## src/rtl/xrs_pkg.sv

```systemverilog
package xrs_pkg;

    typedef enum logic [3:0] {
        WAIT_CAL   = 4'd0,
        BLK_PD     = 4'd1,
        PLL_WAIT   = 4'd2,
        RECFG_WAIT = 4'd3,
        ANA_HOLD   = 4'd4,
        FLOCK_WAIT = 4'd5,
        LTD_WAIT   = 4'd6,
        DIG_REL    = 4'd7,
        READY      = 4'd8
    } xrs_state_e;

    typedef struct packed {
        logic blk_pd;
        logic pll_pd;
        logic tx_rst;
        logic rx_ana;
        logic rx_dig;
        logic ready;
    } xrs_out_t;

    localparam xrs_out_t XRS_RESET_OUT = '{blk_pd: 1'b0, pll_pd: 1'b1, tx_rst: 1'b1,
                                           rx_ana: 1'b1, rx_dig: 1'b1, ready: 1'b0};

endpackage

```

## src/rtl/xrs_timer.sv

```systemverilog
module xrs_timer #(
    parameter int MAX_CNT = 128
) (
    input  logic                         clk,
    input  logic                         rst_n,
    input  logic                         clr,
    input  logic                         en,
    output logic [$clog2(MAX_CNT+1)-1:0] cnt
);
    localparam int CW = $clog2(MAX_CNT + 1);
    localparam logic [CW-1:0] TOP = CW'(MAX_CNT);

    always_ff @(posedge clk or negedge rst_n) begin
        if (!rst_n) begin
            cnt <= '0;
        end else if (clr) begin
            cnt <= '0;
        end else if (en && cnt != TOP) begin
            cnt <= cnt + 1'b1;
        end
    end

    // when the timer is not enabled and not cleared, its count holds
    p_hold_when_frozen_r3: assert property (@(posedge clk) disable iff (!rst_n)
        (!en && !clr) |=> $stable(cnt));

    // the count never passes its ceiling
    p_no_overflow_r4: assert property (@(posedge clk) disable iff (!rst_n)
        cnt <= TOP);
endmodule

```

## src/rtl/xrs_outdec.sv

```systemverilog
module xrs_outdec
    import xrs_pkg::*;
(
    input  xrs_state_e st,
    output xrs_out_t   o
);
    always_comb begin
        o = XRS_RESET_OUT;
        unique case (st)
            WAIT_CAL:   o = XRS_RESET_OUT;
            BLK_PD:     o.blk_pd = 1'b1;
            PLL_WAIT,
            RECFG_WAIT: o.pll_pd = 1'b0;
            ANA_HOLD: begin
                o.pll_pd = 1'b0;
                o.tx_rst = 1'b0;
            end
            FLOCK_WAIT,
            LTD_WAIT: begin
                o.pll_pd = 1'b0;
                o.tx_rst = 1'b0;
                o.rx_ana = 1'b0;
            end
            DIG_REL: begin
                o.pll_pd = 1'b0;
                o.tx_rst = 1'b0;
                o.rx_ana = 1'b0;
                o.rx_dig = 1'b0;
            end
            READY: begin
                o.pll_pd = 1'b0;
                o.tx_rst = 1'b0;
                o.rx_ana = 1'b0;
                o.rx_dig = 1'b0;
                o.ready  = 1'b1;
            end
            default:    o = XRS_RESET_OUT;
        endcase
    end
endmodule

```

## src/rtl/xcvr_rst_seq.sv

```systemverilog
module xcvr_rst_seq
    import xrs_pkg::*;
#(
    parameter int CLK_MHZ = 125,
    parameter int PD_NS   = 1000,
    parameter int ANA_CYC = 5,
    parameter int LTD_CYC = 20
) (
    input  logic clk,
    input  logic rst_n,
    input  logic cal_busy,
    input  logic pll_locked,
    input  logic rcfg_done,
    input  logic rx_flock,
    output logic blk_pd,
    output logic pll_pd,
    output logic tx_dig_rst,
    output logic rx_ana_rst,
    output logic rx_dig_rst,
    output logic rx_ready
);
    localparam int PD_CYC  = (CLK_MHZ * PD_NS + 999) / 1000;
    localparam int MAX_A   = (PD_CYC > ANA_CYC) ? PD_CYC : ANA_CYC;
    localparam int MAX_CYC = (MAX_A > LTD_CYC) ? MAX_A : LTD_CYC;
    localparam int CW      = $clog2(MAX_CYC + 1);
    localparam logic [CW-1:0] PD_LAST  = CW'(PD_CYC - 1);
    localparam logic [CW-1:0] ANA_LAST = CW'(ANA_CYC - 1);
    localparam logic [CW-1:0] LTD_LAST = CW'(LTD_CYC - 1);

    xrs_state_e    st, st_nxt;
    xrs_out_t      out_nxt, out_q;
    logic [CW-1:0] cnt;
    logic          tmr_clr;

    // State register
    always_ff @(posedge clk or negedge rst_n) begin
        if (!rst_n) begin
            st <= WAIT_CAL;
        end else begin
            st <= st_nxt;
        end
    end

    // Next-state logic; busy freezes every transition
    always_comb begin
        st_nxt = st;
        if (!cal_busy) begin
            unique case (st)
                WAIT_CAL:   st_nxt = BLK_PD;
                BLK_PD:     if (cnt == PD_LAST) st_nxt = PLL_WAIT;
                PLL_WAIT:   if (pll_locked) st_nxt = RECFG_WAIT;
                RECFG_WAIT: begin
                    if (!pll_locked)    st_nxt = PLL_WAIT;
                    else if (rcfg_done) st_nxt = ANA_HOLD;
                end
                ANA_HOLD: begin
                    if (!pll_locked)          st_nxt = PLL_WAIT;
                    else if (cnt == ANA_LAST) st_nxt = FLOCK_WAIT;
                end
                FLOCK_WAIT: begin
                    if (!pll_locked)   st_nxt = PLL_WAIT;
                    else if (rx_flock) st_nxt = LTD_WAIT;
                end
                LTD_WAIT: begin
                    if (!pll_locked)          st_nxt = PLL_WAIT;
                    else if (!rx_flock)       st_nxt = ANA_HOLD;
                    else if (cnt == LTD_LAST) st_nxt = DIG_REL;
                end
                DIG_REL, READY: begin
                    if (!pll_locked)    st_nxt = PLL_WAIT;
                    else if (!rx_flock) st_nxt = ANA_HOLD;
                    else                st_nxt = READY;
                end
                default: st_nxt = WAIT_CAL;
            endcase
        end
    end

    assign tmr_clr = (st_nxt != st);

    xrs_timer #(.MAX_CNT(MAX_CYC)) u_tmr (
        .clk   (clk),
        .rst_n (rst_n),
        .clr   (tmr_clr),
        .en    (!cal_busy),
        .cnt   (cnt)
    );

    xrs_outdec u_dec (
        .st (st_nxt),
        .o  (out_nxt)
    );

    // Output register, loaded from the decode of the next state
    always_ff @(posedge clk or negedge rst_n) begin
        if (!rst_n) begin
            out_q <= XRS_RESET_OUT;
        end else begin
            out_q <= out_nxt;
        end
    end

    assign blk_pd     = out_q.blk_pd;
    assign pll_pd     = out_q.pll_pd;
    assign tx_dig_rst = out_q.tx_rst;
    assign rx_ana_rst = out_q.rx_ana;
    assign rx_dig_rst = out_q.rx_dig;
    assign rx_ready   = out_q.ready;

    p_pd_after_cal_r2: assert property (@(posedge clk) disable iff (!rst_n)
        $rose(blk_pd) |-> !$past(cal_busy));

    p_busy_freeze_r3: assert property (@(posedge clk) disable iff (!rst_n)
        cal_busy |=> $stable(out_q));

    p_pll_pd_during_pulse_r5: assert property (@(posedge clk) disable iff (!rst_n)
        blk_pd |-> pll_pd);

    p_tx_before_ana_r7: assert property (@(posedge clk) disable iff (!rst_n)
        !rx_ana_rst |-> !tx_dig_rst);

    p_ana_before_dig_r8: assert property (@(posedge clk) disable iff (!rst_n)
        !rx_dig_rst |-> !rx_ana_rst);

    p_pll_loss_r10: assert property (@(posedge clk) disable iff (!rst_n)
        (!tx_dig_rst && !pll_locked && !cal_busy) |=> (tx_dig_rst && !rx_ready));

    p_ready_follows_r11: assert property (@(posedge clk) disable iff (!rst_n)
        ($fell(rx_dig_rst) && !cal_busy && pll_locked && rx_flock) |=> rx_ready);

    p_ready_clean_r11: assert property (@(posedge clk) disable iff (!rst_n)
        rx_ready |-> (!rx_dig_rst && !rx_ana_rst && !tx_dig_rst && !pll_pd && !blk_pd));
endmodule

```

## config.mk

```make
export PLATFORM = sky130hd
export DESIGN_NAME = xcvr_rst_seq
export DESIGN_NICKNAME = d
export VERILOG_FILES = /design/src/rtl/xrs_pkg.sv /design/src/rtl/xrs_timer.sv /design/src/rtl/xrs_outdec.sv /design/src/rtl/xcvr_rst_seq.sv
export SDC_FILE = /design/constraint.sdc
export NUM_CORES = 1
export LEC_CHECK = 0
export BUFFER_PORTS_ARGS = -buffer_cell sky130_fd_sc_hd__buf_2
export CORE_MARGIN = 8
export CORE_UTILIZATION = 52
export CTS_CLUSTER_DIAMETER = 150
export DETAILED_ROUTE_END_ITERATION = 10
export GPL_ROUTABILITY_DRIVEN = 0
export GPL_TIMING_DRIVEN = 0
export PLACE_DENSITY = 0.71
export SYNTH_ARGS = -nofsm -noshare
export SYNTH_HDL_FRONTEND = slang
export SYNTH_HIERARCHICAL = 1
export SYNTH_SLANG_ARGS = --single-unit
```

## constraint.sdc

```tcl
create_clock -name clk -period 2.31 [get_ports clk]
set_clock_uncertainty 0.05 [all_clocks]
set_input_delay 0.3465 -clock clk [delete_from_list [all_inputs] [get_ports clk]]
set_output_delay 0.3465 -clock clk [all_outputs]
set_load 0.02 [all_outputs]
```

# [Yosys cells after proc, flatten, opt, wreduce, memory -nomap -nowiden]
# Index checks and enable logic that the tools add are counted.
[word_totals] in_bits=6 out_inout_bits=6 reg_bits=17
[classes] reduce_logical=9 muxes=23 n_eq_ne=21 addsub=1
[op_table] operator="4-bit two-way mux" n=14
[op_table] operator="4-bit by 3-bit equality test with 1-bit output (second input constant)" n=8
[op_table] operator="4-bit case mux with 8 select lines" n=1
[op_table] operator="4-bit by 2-bit equality test with 1-bit output (second input constant)" n=4
[op_table] operator="7-bit two-way mux" n=2
[op_table] operator="4-bit by 1-bit equality test with 1-bit output (second input constant)" n=2
[op_table] operator="4-bit equality test (second input constant)" n=2
[op_table] operator="7-bit by 1-bit adder with 7-bit output (second input constant)" n=1
[op_table] operator="7-bit by 3-bit equality test with 1-bit output (second input constant)" n=1
[op_table] operator="7-bit by 5-bit equality test with 1-bit output (second input constant)" n=1
[op_table] operator="7-bit equality test (second input constant)" n=1
[op_table] operator="7-bit inequality test (second input constant)" n=1
[op_table] operator="7-bit OR reduction" n=1
[op_table] operator="1-bit two-way mux" n=6
[op_table] operator="5-bit OR reduction" n=1
[op_table] operator="4-bit logical NOT" n=1
[op_table] operator="4-bit inequality test" n=1
[op_table] operator="2-bit OR reduction" n=2
[op_table] operator="4-bit OR reduction" n=1
[op_table] operator="2-bit nonzero test" n=1
[op_table] operator="1-bit logical AND" n=1
[op_table] operator="1-bit logical NOT" n=1

# [Depth between registers and ports, before layout]
# Gate-level depths: netlist of run 1.
[depth] depth_word=9 ltp_mapped=10 depth_no_buf=8

# [Modules after synthesis]
# The synthesis of run 1 kept the hierarchy.
[by_module_without_submodules] mod="xcvr_rst_seq" cells_per_inst=77 area_each_um2=668.1 n_inst=1
[by_module_without_submodules] mod="xrs_timer" cells_per_inst=45 area_each_um2=421.7 n_inst=1
[by_module_without_submodules] mod="xrs_outdec" cells_per_inst=9 area_each_um2=73.8 n_inst=1

# [Worst setup path after synthesis of run 1]
# Ideal clock, no wire load.
[synth_timing] kind="reg-to-reg" from="reg u_tmr.cnt[0]" to="reg u_tmr.cnt[0]" setup_time_ns=0.125 setup_slack_ns=-0.016 stages_incl_launch_ff=10 period_less_slack_ns=2.326 arrival_ns=2.151 cell_sequence="dfrtp_1 > or3b_4 > o21ai_1 > a2111oi_2 > a21oi_1 > a221oi_2 > o221ai_1 > clkbuf_1 > nor2_1 > mux2_2"
[synth_via] elab_chain_cells=8 elab_cells_between_ends=18 classes_between="add/sub (1); eq/ne (5); mux (10); reduce/logical (2)"
[synth_lines] item="from (decl)" line="xrs_timer.sv:8" text="output logic [$clog2(MAX_CNT+1)-1:0] cnt"
[synth_lines] item="from (signal assigned)" line="xrs_timer.sv:19" text="cnt <= cnt + 1'b1;"
[synth_lines] item="7-bit by 5-bit equality test with 1-bit output" line="xcvr_rst_seq.sv:67" text="else if (cnt == LTD_LAST) st_nxt = DIG_REL;"
[synth_lines] item="4-bit two-way mux" line="xcvr_rst_seq.sv:67"
[synth_lines] item="4-bit two-way mux" line="xcvr_rst_seq.sv:66" text="else if (!rx_flock) st_nxt = ANA_HOLD;"
[synth_lines] item="4-bit two-way mux" line="xcvr_rst_seq.sv:65" text="if (!pll_locked) st_nxt = PLL_WAIT;"
[synth_lines] item="4-bit case mux with 8 select lines *" line="xcvr_rst_seq.sv:48" text="unique case (st)"
[synth_lines] item="4-bit two-way mux *" line="xcvr_rst_seq.sv:47" text="if (!cal_busy) begin"
[synth_lines] item="4-bit inequality test *" line="xcvr_rst_seq.sv:79" text="assign tmr_clr = (st_nxt != st);"
[synth_lines] item="via tmr_clr" line="xcvr_rst_seq.sv:33" text="logic tmr_clr;"
[synth_lines] item="7-bit two-way mux / 2-bit nonzero test (equally long branches)"
# Mark *: on every way through the listed nets, which the timed path passes. The rest lies on a longest branch. The select of a mux whose other input is x is not followed.
# A chain may end at the register's enable or synchronous reset.

# [Final worst setup path of run 1]
[layout_timing] from="reg st[0]" to="reg u_tmr.cnt[0]"
[layout_via] elab_chain_cells=7 elab_cells_between_ends=26 classes_between="eq/ne (9); mux (14); reduce/logical (3)"
[layout_lines] item="from (decl)" line="xcvr_rst_seq.sv:30" text="xrs_state_e st, st_nxt;"
[layout_lines] item="from (signal assigned)" line="xcvr_rst_seq.sv:40" text="st <= st_nxt;"
[layout_lines] item="4-bit two-way mux" line="xcvr_rst_seq.sv:67"
[layout_lines] item="4-bit two-way mux" line="xcvr_rst_seq.sv:66"
[layout_lines] item="4-bit two-way mux" line="xcvr_rst_seq.sv:65"
[layout_lines] item="4-bit case mux with 8 select lines" line="xcvr_rst_seq.sv:48"
[layout_lines] item="4-bit two-way mux" line="xcvr_rst_seq.sv:47"
[layout_lines] item="4-bit inequality test *" line="xcvr_rst_seq.sv:79"
[layout_lines] item="via tmr_clr" line="xcvr_rst_seq.sv:33"
[layout_lines] item="7-bit two-way mux / 2-bit nonzero test (equally long branches)"
# Mark *: on every way through the listed nets, which the timed path passes. The rest lies on a longest branch.

==> impl_results.md, run 1 <==
* CTS sink cnt at 17
* Antenna violations before repair at 0
* Hold_ws at 0.462 ns
* Reg2reg start: st[0]
* Routed WL at 3040 microns
* DR DRC count at 0
* Top post-synthesis cells by area: dfrtp_1, dfstp_2, a21oi_1
* Final setup fails at 0
* Die Area at 4010 sq um
* Slew @ Worst Pin at 0.519 ns
* Overall die height at 63.3 microns
* CP Capture Type: register
* Wl on met1 at 1240 microns
* Worst vdd ir at 0.758 mV
* Crit Path Class: reg2reg
* Syn Inst Count at 131
* Top Ports at 12
* Detail Route met3 WL at 206 microns
* Flop-to-flop setup slack at 0.03 ns
* Register area share after synthesis at 0.370
* # port buffers at 10
* Fin. Hold Viols at 0
* Mapped Area at 1160 sq um
* Unrepaired setup endpoints after global routing: yes
* Post-route ant nets at 0
* Hold crit path type: in2async
* Startpoint Class: register
* Layout Nets at 169
* Reg clk slew, reported paths at 0.09 ns
* Routed vias/inst at 6.20
* Post-synthesis cell type count at 48
* Max-slew violation count at 0
* Max-cap viol count at 0
* First-pass GRT wire length at 4600 microns
* CTS Buf Count at 3
* Synthesized flop and latch total at 17
* Post-synth EDFFs at 0
* Initial DRC count at 65
* Vias in the first global route at 1044
* Root Buffer: clkbuf_4
* Max clock buf depth at 2
* Reg2reg path depth at 10
* Area Growth Syn to Fin at 29.4%
* Placed cell count at 169
* Max-slew headroom at 0.650
* Dominant synthesized flop cell: dfrtp_1
* Pin count of the biggest net entering global routing at 18
* Worst Path Arrival at 2.41 ns
* Vias post-DR at 1166
* CP max FO at 5
* Final min period at 2.28 ns
* Synth Net Count at 139
* Share of layout cells above drive strength 1 at 0.431
* FMAX at 439 MHz
* CTS H-Tree Depth at 1
* # diodes at 0
* Syn Area/Cell at 8.88 sq um
* Num rows at 17
* Finished layout cell area at 1510 sq um
* PwrDens at 1080 nW/um^2
* CP required at 2.44 ns
* Effective utilization at floorplan at 0.536
* Leakage at 0.607 nW
* Outcome: complete, no violations
* Core area at 2170 sq um
* Routed WL per cell at 16.2 microns
* Placed inst area at 1250 sq um
* Post-synth top area cell: dfrtp_1
* R2r endpoint: u_tmr/cnt[0]
* Drt first pass iters at 4
* Worst-Skew Late Latency at 0.29 ns
* CTS tree: built
* Top cell type's share of synthesized area at 0.280
* Die W at 63.3 microns
* Remaining Overflow, GRT at 0
* Syn. warnings at 6
* Detailed placer's ending HPWL at 1910 microns
* Crit share post-route at 0.985
* Met2 Wirelength at 1480 microns
* Layout Cells excl Fill at 188
* Async SR Flop Fraction at 1.00
* All-layer global routing usage at 0.139
* DR top layer: met4
sequential cells by signal, indices dropped and copies added (netlist names):
signal,cells
u_tmr/cnt,7
st,4
blk_pd,1
pll_pd,1
rx_ana_rst,1
rx_dig_rst,1
rx_ready,1
tx_dig_rst,1
synthesized netlist by cell type, types with 2 or more instances:
master / number
nand3_1: 3
nor3_1: 7
ha_1: 2
buf_2: 3
nor2b_1: 8
o21ai_0: 3
and4_2: 2
clkbuf_1: 2
inv_1: 2
nand2b_1: 4
a31oi_1: 2
a21oi_1: 12
or2_2: 2
dfstp_2: 4
dfrtp_1: 13
nor4_1: 2
nand2_1: 12
nand4_1: 3
o21ai_1: 2
nor2_1: 12
mux2_2: 4
worst max-delay path: stages, from the launching register on:
cell and delay, ns:
dfrtp_1 0.44, buf_6 0.12, and2b_2 0.18, o21ai_4 0.07, a2111oi_4 0.30, a21oi_2 0.09, and2_4 0.19, o221ai_2 0.23
clkbuf_8 0.20, nor2_1 0.05, mux2_2 0.26
worst max path at each step:
| stage | from | endpoint | slack [ns] | cells past startpoint |
|---|---|---|---|---|
| after floorplan | u_tmr/cnt[0] | u_tmr/cnt[0] | 0.07 | 9 |
| after global placement | u_tmr/cnt[0] | u_tmr/cnt[0] | -0.12 | 9 |
| after detailed placement | u_tmr/cnt[2] | u_tmr/cnt[4] | -0.18 | 9 |
| after CTS | st[1] | u_tmr/cnt[0] | -0.006 | 9 |
| after global routing | u_tmr/cnt[1] | u_tmr/cnt[3] | -0.07 | 8 |
| final | st[0] | u_tmr/cnt[0] | 0.03 | 10 |
routing by layer:
metal	track usage	vias to the layer above
li1	-	543
met1	0.159	567
met2	0.233	45
met3	0.0336	11
met4	0.0724	0
met5	0	-
cells in the final DEF, fill, tap and decap left out, types with 2 or more instances in the layout:
cell and n:
nor2b_1 8, buf_6 3, dfrtp_1 10, dfrtp_2 3, nor3_1 5, buf_2 12
and4_2 2, nand2_2 3, buf_4 13, inv_1 2, nand2_1 9, clkbuf_1 2
ha_1 2, nand3_1 2, o21ai_0 3, a21oi_1 11, nand4_1 3, clkbuf_4 3
mux2_2 4, dfstp_2 4, nand2b_1 4, a31oi_1 2, nor2_1 12
kinds of logic (layout without fill, tap and decap cells):
logic type / after synthesis / after routing / share of synthesized area
compound gates: 34 / 34 / 0.214
fa+ha+maj: 2 / 2 / 0.0215
buf+inv: 10 / 39 / 0.0387
flops: 17 / 17 / 0.370
mux: 4 / 4 / 0.0387
simple gates: 64 / 64 / 0.317
layout make-up:
type	count	area (sq um)
plain buffers	7	51.3
clock buffers	4	26.3
fillers	168	664
inverters	3	11.3
multi-input cells	104	774
flip-flops and latches	17	434
well taps	28	35.0
repair buffers	25	173
timing repair:
action / in CTS / in global routing
pin swaps: 0 / 10
setup buffers: 7 / 6
setup endpoints to repair: 11 / 11
hold endpoints to repair: 13 / 0
gates resized for setup: 7 / 22
hold buffers: 1 / 0
gates cloned: 1 / 0
power breakdown:
part | leakage [nW] | switching (W) | internal [W]
Clock | 0.0150 | 0.0000878 | 0.0000672
Combinational | 0.381 | 0.000543 | 0.000506
Sequential | 0.212 | 0.0000500 | 0.000377
per-stage QoR:
stage | setup slack [ns] | util | setup TNS, ns | total power, W
6_report | 0.0337 | 0.694 | 0 | 0.00163
5_1_grt | -0.0664 | 0.694 | -0.272 | 0.00173
4_1_cts | -0.00556 | 0.630 | -0.00556 | 0.00142
3_5_place_dp | -0.184 | 0.576 | -0.901 | 0.00110
3_3_place_gp | -0.121 | 0.576 | -0.482 | 0.00107
2_1_floorplan | 0.0729 | - | 0 | 0.000946
(Power assumes the default switching activity.)
==> inputs of run 2 (changes only) <==
CELL_PAD_IN_SITES_DETAIL_PLACEMENT = 1   (was default)
CELL_PAD_IN_SITES_GLOBAL_PLACEMENT = 1   (was default)
CORE_UTILIZATION = 39   (was 52)
PLACE_DENSITY = 0.69   (was 0.71)
==> run 2 against run 1 <==
Worst setup slack lost 0.080 ns. The flow now finishes with violations (negative setup slack). Utilization shrank 19 points. Cell count shrank 0.53%. Routed wire length grew 15%. Non-clock buffer count shrank 6.
==> impl_results.md, run 2 (synthesis gave the netlist of run 1 again) <==
* Clock group share of total power at 0.094 (was 0.095)
* Leakage at 0.594 nW (was 0.607 nW)
* Seq pwr share at 0.252 (was 0.262)
* Sw Ratio at 0.429 (was 0.418)
* Flop-to-flop setup slack at -0.05 ns (was 0.03 ns)
* Root Buffer: clkbuf_4 (unchanged)
* Unrepaired setup endpoints after global routing: yes (unchanged)
* Hold crit path type: in2async (unchanged)
* Slew @ Worst Pin at 0.569 ns (was 0.519 ns)
* Vias post-DR at 1111 (was 1166)
* Crit-path slowest cell: dfrtp_1 (unchanged)
* # port buffers at 10 (unchanged)
* Comb pwr share at 0.654 (was 0.643)
* Reg2reg start: st[1] (was st[0])
* Crit-path cells: and2b_1 -> o21ai_2 -> a2111oi_2 -> a21oi_2 -> and2_4 -> o221ai_4 -> buf_8 -> nor2_2 -> mux2_4 (was buf_6 -> and2b_2 -> o21ai_4 -> a2111oi_4 -> a21oi_2 -> and2_4 -> o221ai_2 -> clkbuf_8 -> nor2_1 -> mux2_2)
* Detailed placer's ending HPWL at 2250 microns (was 1910 microns)
* Max-slew violation count at 0 (unchanged)
* Int Pwr at 0.000976 W (was 0.000950 W)
* CTS Buf Count at 3 (unchanged)
* Layout Nets at 163 (was 169)
* Largest regs: u_tmr/cnt (7), st (4) (unchanged)
* Die W at 70.6 microns (was 63.3 microns)
* Share of layout cells above drive strength 1 at 0.422 (was 0.431)
* DR DRC count at 0 (unchanged)
* Worst Setup Slack, final at -0.0465 ns (was 0.0337 ns)
* Reg2reg path depth at 9 (was 10)
* CP max FO at 5 (unchanged)
* CP Capture Type: register (unchanged)
* Setup WS pre-CTS at -0.254 ns (was -0.184 ns)
* Worst-Skew Late Latency at 0.29 ns (about the same)
* Routed WL at 3490 microns (was 3040 microns)
* Delay-heaviest family, CP: compound AO/OA/AOI/OAI gates (unchanged)
* Die Area at 4990 sq um (was 4010 sq um)
* Final min period at 2.36 ns (was 2.28 ns)
* Most common cell after layout, fill and taps aside: buf_2 (was buf_4)
* Area Growth Syn to Fin at 27.8% (was 29.4%)
* Drt first pass iters at 4 (unchanged)
* Top Ports at 12 (unchanged)
* Effective utilization at floorplan at 0.394 (was 0.536)
* Crit Path Class: reg2reg (unchanged)
* Switching power at 0.000733 W (was 0.000681 W)
* Final core occ at 0.504 (was 0.694)
* # diodes at 0 (unchanged)
* Routed vias/inst at 5.94 (was 6.20)
* Max clock buf depth at 2 (unchanged)
* Max reg flops at 7 (unchanged)
* Slowest cell delay on critical path at 0.45 ns (was 0.44 ns)
* CTS sink cnt at 17 (unchanged)
* Worst Path Arrival at 2.48 ns (was 2.41 ns)
* Final setup fails at 5 (was 0)
* Core area at 2950 sq um (was 2170 sq um)
* WP buf/inv at 1 (was 2)
* Vias in the first global route at 1195 (was 1044)
* Crit share post-route at 1.02 (was 0.985)
* Overall die height at 70.6 microns (was 63.3 microns)
* Initial DRC count at 42 (was 65)
* Pin count of the biggest net entering global routing at 18 (unchanged)
* CTS H-Tree Depth at 1 (unchanged)
* Layout Cells excl Fill at 187 (was 188)
* CP required at 2.44 ns (about the same)
* R2r endpoint: u_tmr/cnt[1] (was u_tmr/cnt[0])
* PwrDens at 1150 nW/um^2 (was 1080 nW/um^2)
* CTS tree: built (unchanged)
* Commonest non-fill, non-tap cells in the layout: buf_2, nand2_1, a21oi_1 (was buf_4, nor2_1, buf_2)
* Post-route ant nets at 0 (unchanged)
* Fin. Hold Viols at 0 (unchanged)
* Violated checks: negative setup slack
* First-pass GRT wire length at 5550 microns (was 4600 microns)
* Remaining Overflow, GRT at 0 (unchanged)
* Max-cap viol count at 0 (unchanged)
* FMAX at 424 MHz (was 439 MHz)
* Hold_ws at 0.456 ns (was 0.462 ns)
* Max-slew headroom at 0.616 (was 0.650)
* Outcome: complete, but fails checks (was complete, no violations)
* All-layer global routing usage at 0.135 (was 0.139)
* Antenna violations before repair at 0 (unchanged)
* Reg clk slew, reported paths at 0.10 ns (was 0.09 ns)
* Routed WL per cell at 18.7 microns (was 16.2 microns)
* Placed cell count at 174 (was 169)
* Fin Setup TNS at -0.135 ns (was 0 ns)
* Most flops, register: u_tmr/cnt (unchanged)
* Num rows at 20 (was 17)
* Startpoint Class: register (unchanged)
* Worst vdd ir at 0.454 mV (was 0.758 mV)
* Filler Cells Inserted at 346 (was 168)
==> run 2: area by class of cell <==
class | count | area (sq um) | area share
multi-input combinational | 104 | 785 | 0.527
tap | 33 | 41.3 | 0.0278
timing repair buffer | 19 | 135 | 0.0908
clock buffer | 4 | 26.3 | 0.0177
buffer | 7 | 55.1 | 0.0370
sequential | 17 | 434 | 0.292
inverter | 3 | 11.3 | 0.00757
==> run 2: power by group through the flow <==
stage	combinational (W)	clock (W)	sequential [W]
CTS	0.000869	0.000166	0.000425
floorplan	0.000483	0	0.000463
global placement	0.000642	0	0.000449
finish	0.00112	0.000160	0.000431
global route	0.00119	0.000173	0.000440
detailed placement	0.000669	0	0.000449
==> run 2: timing repair <==
action / 4_1_cts / 5_1_grt
hold buffers: 1 / 0
buffers inserted: 6 / 1
gates cloned: 1 / 0
setup endpoints to repair: 12 / 11
endpoints found under the hold margin: 13 / 0
resized for setup: 11 / 27
pin swaps: 5 / 8
==> run 2: worst register-to-register path, cell delays in order (launching register included) <==
cell and delay (ns):
dfrtp_1 0.45, and2b_1 0.26, o21ai_2 0.07, a2111oi_2 0.39
a21oi_2 0.09, and2_4 0.19, o221ai_4 0.25, buf_8 0.18
nor2_2 0.05, mux2_4 0.27
==> run 2: worst max-delay path by stage <==
stage / start / endpoint / slack, ns / depth (start not counted)
after global placement: u_tmr/cnt[0] / u_tmr/cnt[0] / -0.18 / 9
after floorplan: u_tmr/cnt[0] / u_tmr/cnt[0] / 0.07 / 9
after global routing: st[0] / u_tmr/cnt[1] / -0.12 / 10
after detailed placement: u_tmr/cnt[0] / u_tmr/cnt[1] / -0.25 / 9
final: st[1] / u_tmr/cnt[1] / -0.05 / 9
after CTS: st[0] / u_tmr/cnt[1] / 0.009 / 10
==> run 2: stage by stage <==
stage,total power (W),instance area (sq um)
after floorplan,0.000946,1160
after global placement,0.00109,1260
after detailed placement,0.00112,1260
after CTS,0.00146,1380
after global routing,0.00181,1490
final,0.00171,1490
==> run 2: metal layers <==
metal	part of all wire	routed length (microns)	up-vias	global-route usage
met5	0	0	-	0
met4	0.011	38	0	0.0485
met3	0.044	154	4	0.0282
met2	0.51	1780	14	0.235
met1	0.44	1520	562	0.158
li1	-	-	531	-
==> inputs of run 3 (changes only) <==
==> constraint.sdc (replaced) <==
create_clock -name clk -period 2.31 [get_ports clk]
set_clock_uncertainty 0.05 [all_clocks]
set_input_delay 0.462 -clock clk [delete_from_list [all_inputs] [get_ports clk]]
set_output_delay 0.462 -clock clk [all_outputs]
set_load 0.02 [all_outputs]
==> run 3 against run 2 <==
The run still ends with negative setup slack left. Via count is 0.36% lower. Fmax about the same. Critical path depth unchanged. Routed wire length up 0.11%. Sequential cell count did not move. First-iteration DRC count decreased by 17%. Largest cell class unchanged.
==> impl_results.md, run 3 (synthesis gave the netlist of run 1 again) <==
* Pin count of the biggest net entering global routing at 18 (unchanged)
* Vias post-DR at 1107 (was 1111)
* Max-cap viol count at 0 (unchanged)
* Layout Nets at 162 (was 163)
* CTS Buf Count at 3 (unchanged)
* Met1 capacity usage during global routing at 0.160 (was 0.158)
* Fin Setup TNS at -0.135 ns (about the same)
* Final setup fails at 5 (unchanged)
* Global routing's busiest layer: met2 (unchanged)
* Startpoint Class: register (unchanged)
* Post-route ant nets at 0 (unchanged)
* All-layer global routing usage at 0.135 (unchanged)
* Worst vdd ir at 0.454 mV (about the same)
* Fin. Hold Viols at 0 (unchanged)
* Routed WL at 3500 microns (was 3490 microns)
* Outcome: complete, but fails checks (unchanged)
* Antenna violations before repair at 0 (unchanged)
* CTS sink cnt at 17 (unchanged)
* Final core occ at 0.500 (was 0.504)
* Share of layout cells above drive strength 1 at 0.425 (was 0.422)
* Slew @ Worst Pin at 0.580 ns (was 0.569 ns)
* M3 GR Usage at 0.0254 (was 0.0282)
* Setup WS pre-CTS at -0.254 ns (unchanged)
* Worst Path Arrival at 2.48 ns (about the same)
* Root Buffer: clkbuf_4 (unchanged)
* PwrDens at 1160 nW/um^2 (was 1150 nW/um^2)
* Max clock buf depth at 2 (unchanged)
* First-pass GRT wire length at 5550 microns (unchanged)
* Final min period at 2.36 ns (about the same)
* Overall die height at 70.6 microns (unchanged)
* Reg clk slew, reported paths at 0.10 ns (about the same)
* R2r endpoint: u_tmr/cnt[1] (unchanged)
* Initial DRC count at 35 (was 42)
* Crit. Startpoint: st[1] (unchanged)
* Placed cell count at 174 (unchanged)
* Reg2reg start: st[1] (unchanged)
* Layout Cells excl Fill at 186 (was 187)
* Remaining Overflow, GRT at 0 (unchanged)
* Worst-Skew Late Latency at 0.29 ns (about the same)
* Worst Setup Slack, final at -0.0466 ns (was -0.0465 ns)
* Unrepaired setup endpoints after global routing: yes (unchanged)
* Filler Cells Inserted at 346 (unchanged)
* Routed WL per cell at 18.8 microns (was 18.7 microns)
* Vias in the first global route at 1189 (was 1195)
* CP max FO at 5 (unchanged)
* CP Capture Type: register (unchanged)
* Top Ports at 12 (unchanged)
* Hold crit path type: in2async (unchanged)
* # diodes at 0 (unchanged)
* Area Growth Syn to Fin at 27.0% (was 27.8%)
* Reg2reg path depth at 9 (unchanged)
* Crit share post-route at 1.02 (about the same)
* Max-slew violation count at 0 (unchanged)
* Violated checks: negative setup slack (unchanged)
* # port buffers at 10 (unchanged)
* M2 GR Usage at 0.234 (was 0.235)
* Max-slew headroom at 0.609 (was 0.616)
* Setup crit end: u_tmr/cnt[1] (unchanged)
* Drt first pass iters at 4 (unchanged)
* CTS H-Tree Depth at 1 (unchanged)
* Die Area at 4990 sq um (unchanged)
* DR DRC count at 0 (unchanged)
* Num rows at 20 (unchanged)
* Leakage at 0.590 nW (was 0.594 nW)
* Core area at 2950 sq um (unchanged)
* FMAX at 424 MHz (about the same)
* Most common cell after layout, fill and taps aside: buf_2 (unchanged)
* Crit Path Class: reg2reg (unchanged)
* CTS tree: built (unchanged)
* Effective utilization at floorplan at 0.394 (unchanged)
* Max reg flops at 7 (unchanged)
* Largest regs: u_tmr/cnt (7), st (4) (unchanged)
* Die W at 70.6 microns (unchanged)
* Most flops, register: u_tmr/cnt (unchanged)
* CP required at 2.44 ns (about the same)
* Flop-to-flop setup slack at -0.05 ns (about the same)
* Routed vias/inst at 5.95 (was 5.94)
* Detailed placer's ending HPWL at 2250 microns (unchanged)
* Commonest non-fill, non-tap cells in the layout: buf_2, nand2_1, a21oi_1 (unchanged)
## run 3: cell types whose count changed in the layout (fill, tap and decap cells not counted)
| cell | before | now |
|---|---|---|
| dlygate4sd3_1 | 1 | 0 |
## run 3: power breakdown
group          internal [W]  total (W)  switching, W  leakage [nW]
logic              0.000530    0.00112      0.000587         0.363
clock network     0.0000671   0.000160     0.0000929        0.0150
registers          0.000378   0.000430     0.0000525         0.212
## run 3: metrics by stage
step	hold WS (ns)	instance area, sq um	total power (W)
2_1_floorplan	0.116	1160	0.000946
3_3_place_gp	0.348	1260	0.00109
3_5_place_dp	0.353	1260	0.00112
4_1_cts	0.0299	1370	0.00146
5_1_grt	0.0478	1480	0.00181
6_report	0.0312	1480	0.00171
## run 3: how the worst min path moves through the flow
stage | slack, ns | cells past startpoint | to
3_3_place_gp | 0.35 | 1 | blk_pd
6_report | 0.03 | 1 | blk_pd
4_1_cts | 0.03 | 1 | u_tmr/cnt[5]
5_1_grt | 0.05 | 1 | u_tmr/cnt[5]
2_1_floorplan | 0.12 | 0 | blk_pd
3_5_place_dp | 0.35 | 1 | blk_pd
## run 3: per-layer routing
metal  wire (microns)  vias to the layer above  share of wire
li1                 -                      529              -
met1             1560                      560           0.45
met2             1760                       14           0.50
met3              138                        4          0.039
met4               38                        0          0.011
met5                0                        -              0
## run 3: cell type report
cell class	instances	area, sq um	area share
multi-input combinational	104	785	0.531
sequential	17	434	0.294
timing repair buffer	18	125	0.0847
buffer	7	55.1	0.0373
tap	33	41.3	0.0279
clock buffer	4	26.3	0.0178
inverter	3	11.3	0.00762
## run 3: worst max-delay path, cell delays in order, from the launching register on
cell	delay, ns
dfrtp_1	0.45
and2b_1	0.26
o21ai_2	0.07
a2111oi_2	0.39
a21oi_2	0.09
and2_4	0.19
o221ai_4	0.25
buf_8	0.18
nor2_2	0.05
mux2_4	0.27
## run 3: repair_timing
action | 4_1_cts | 5_1_grt
hold buffers | 0 | 0
resized for setup | 11 | 27
cloned | 1 | 0
endpoints found under the setup margin | 12 | 11
setup buffers | 6 | 1
pin swaps | 5 | 8
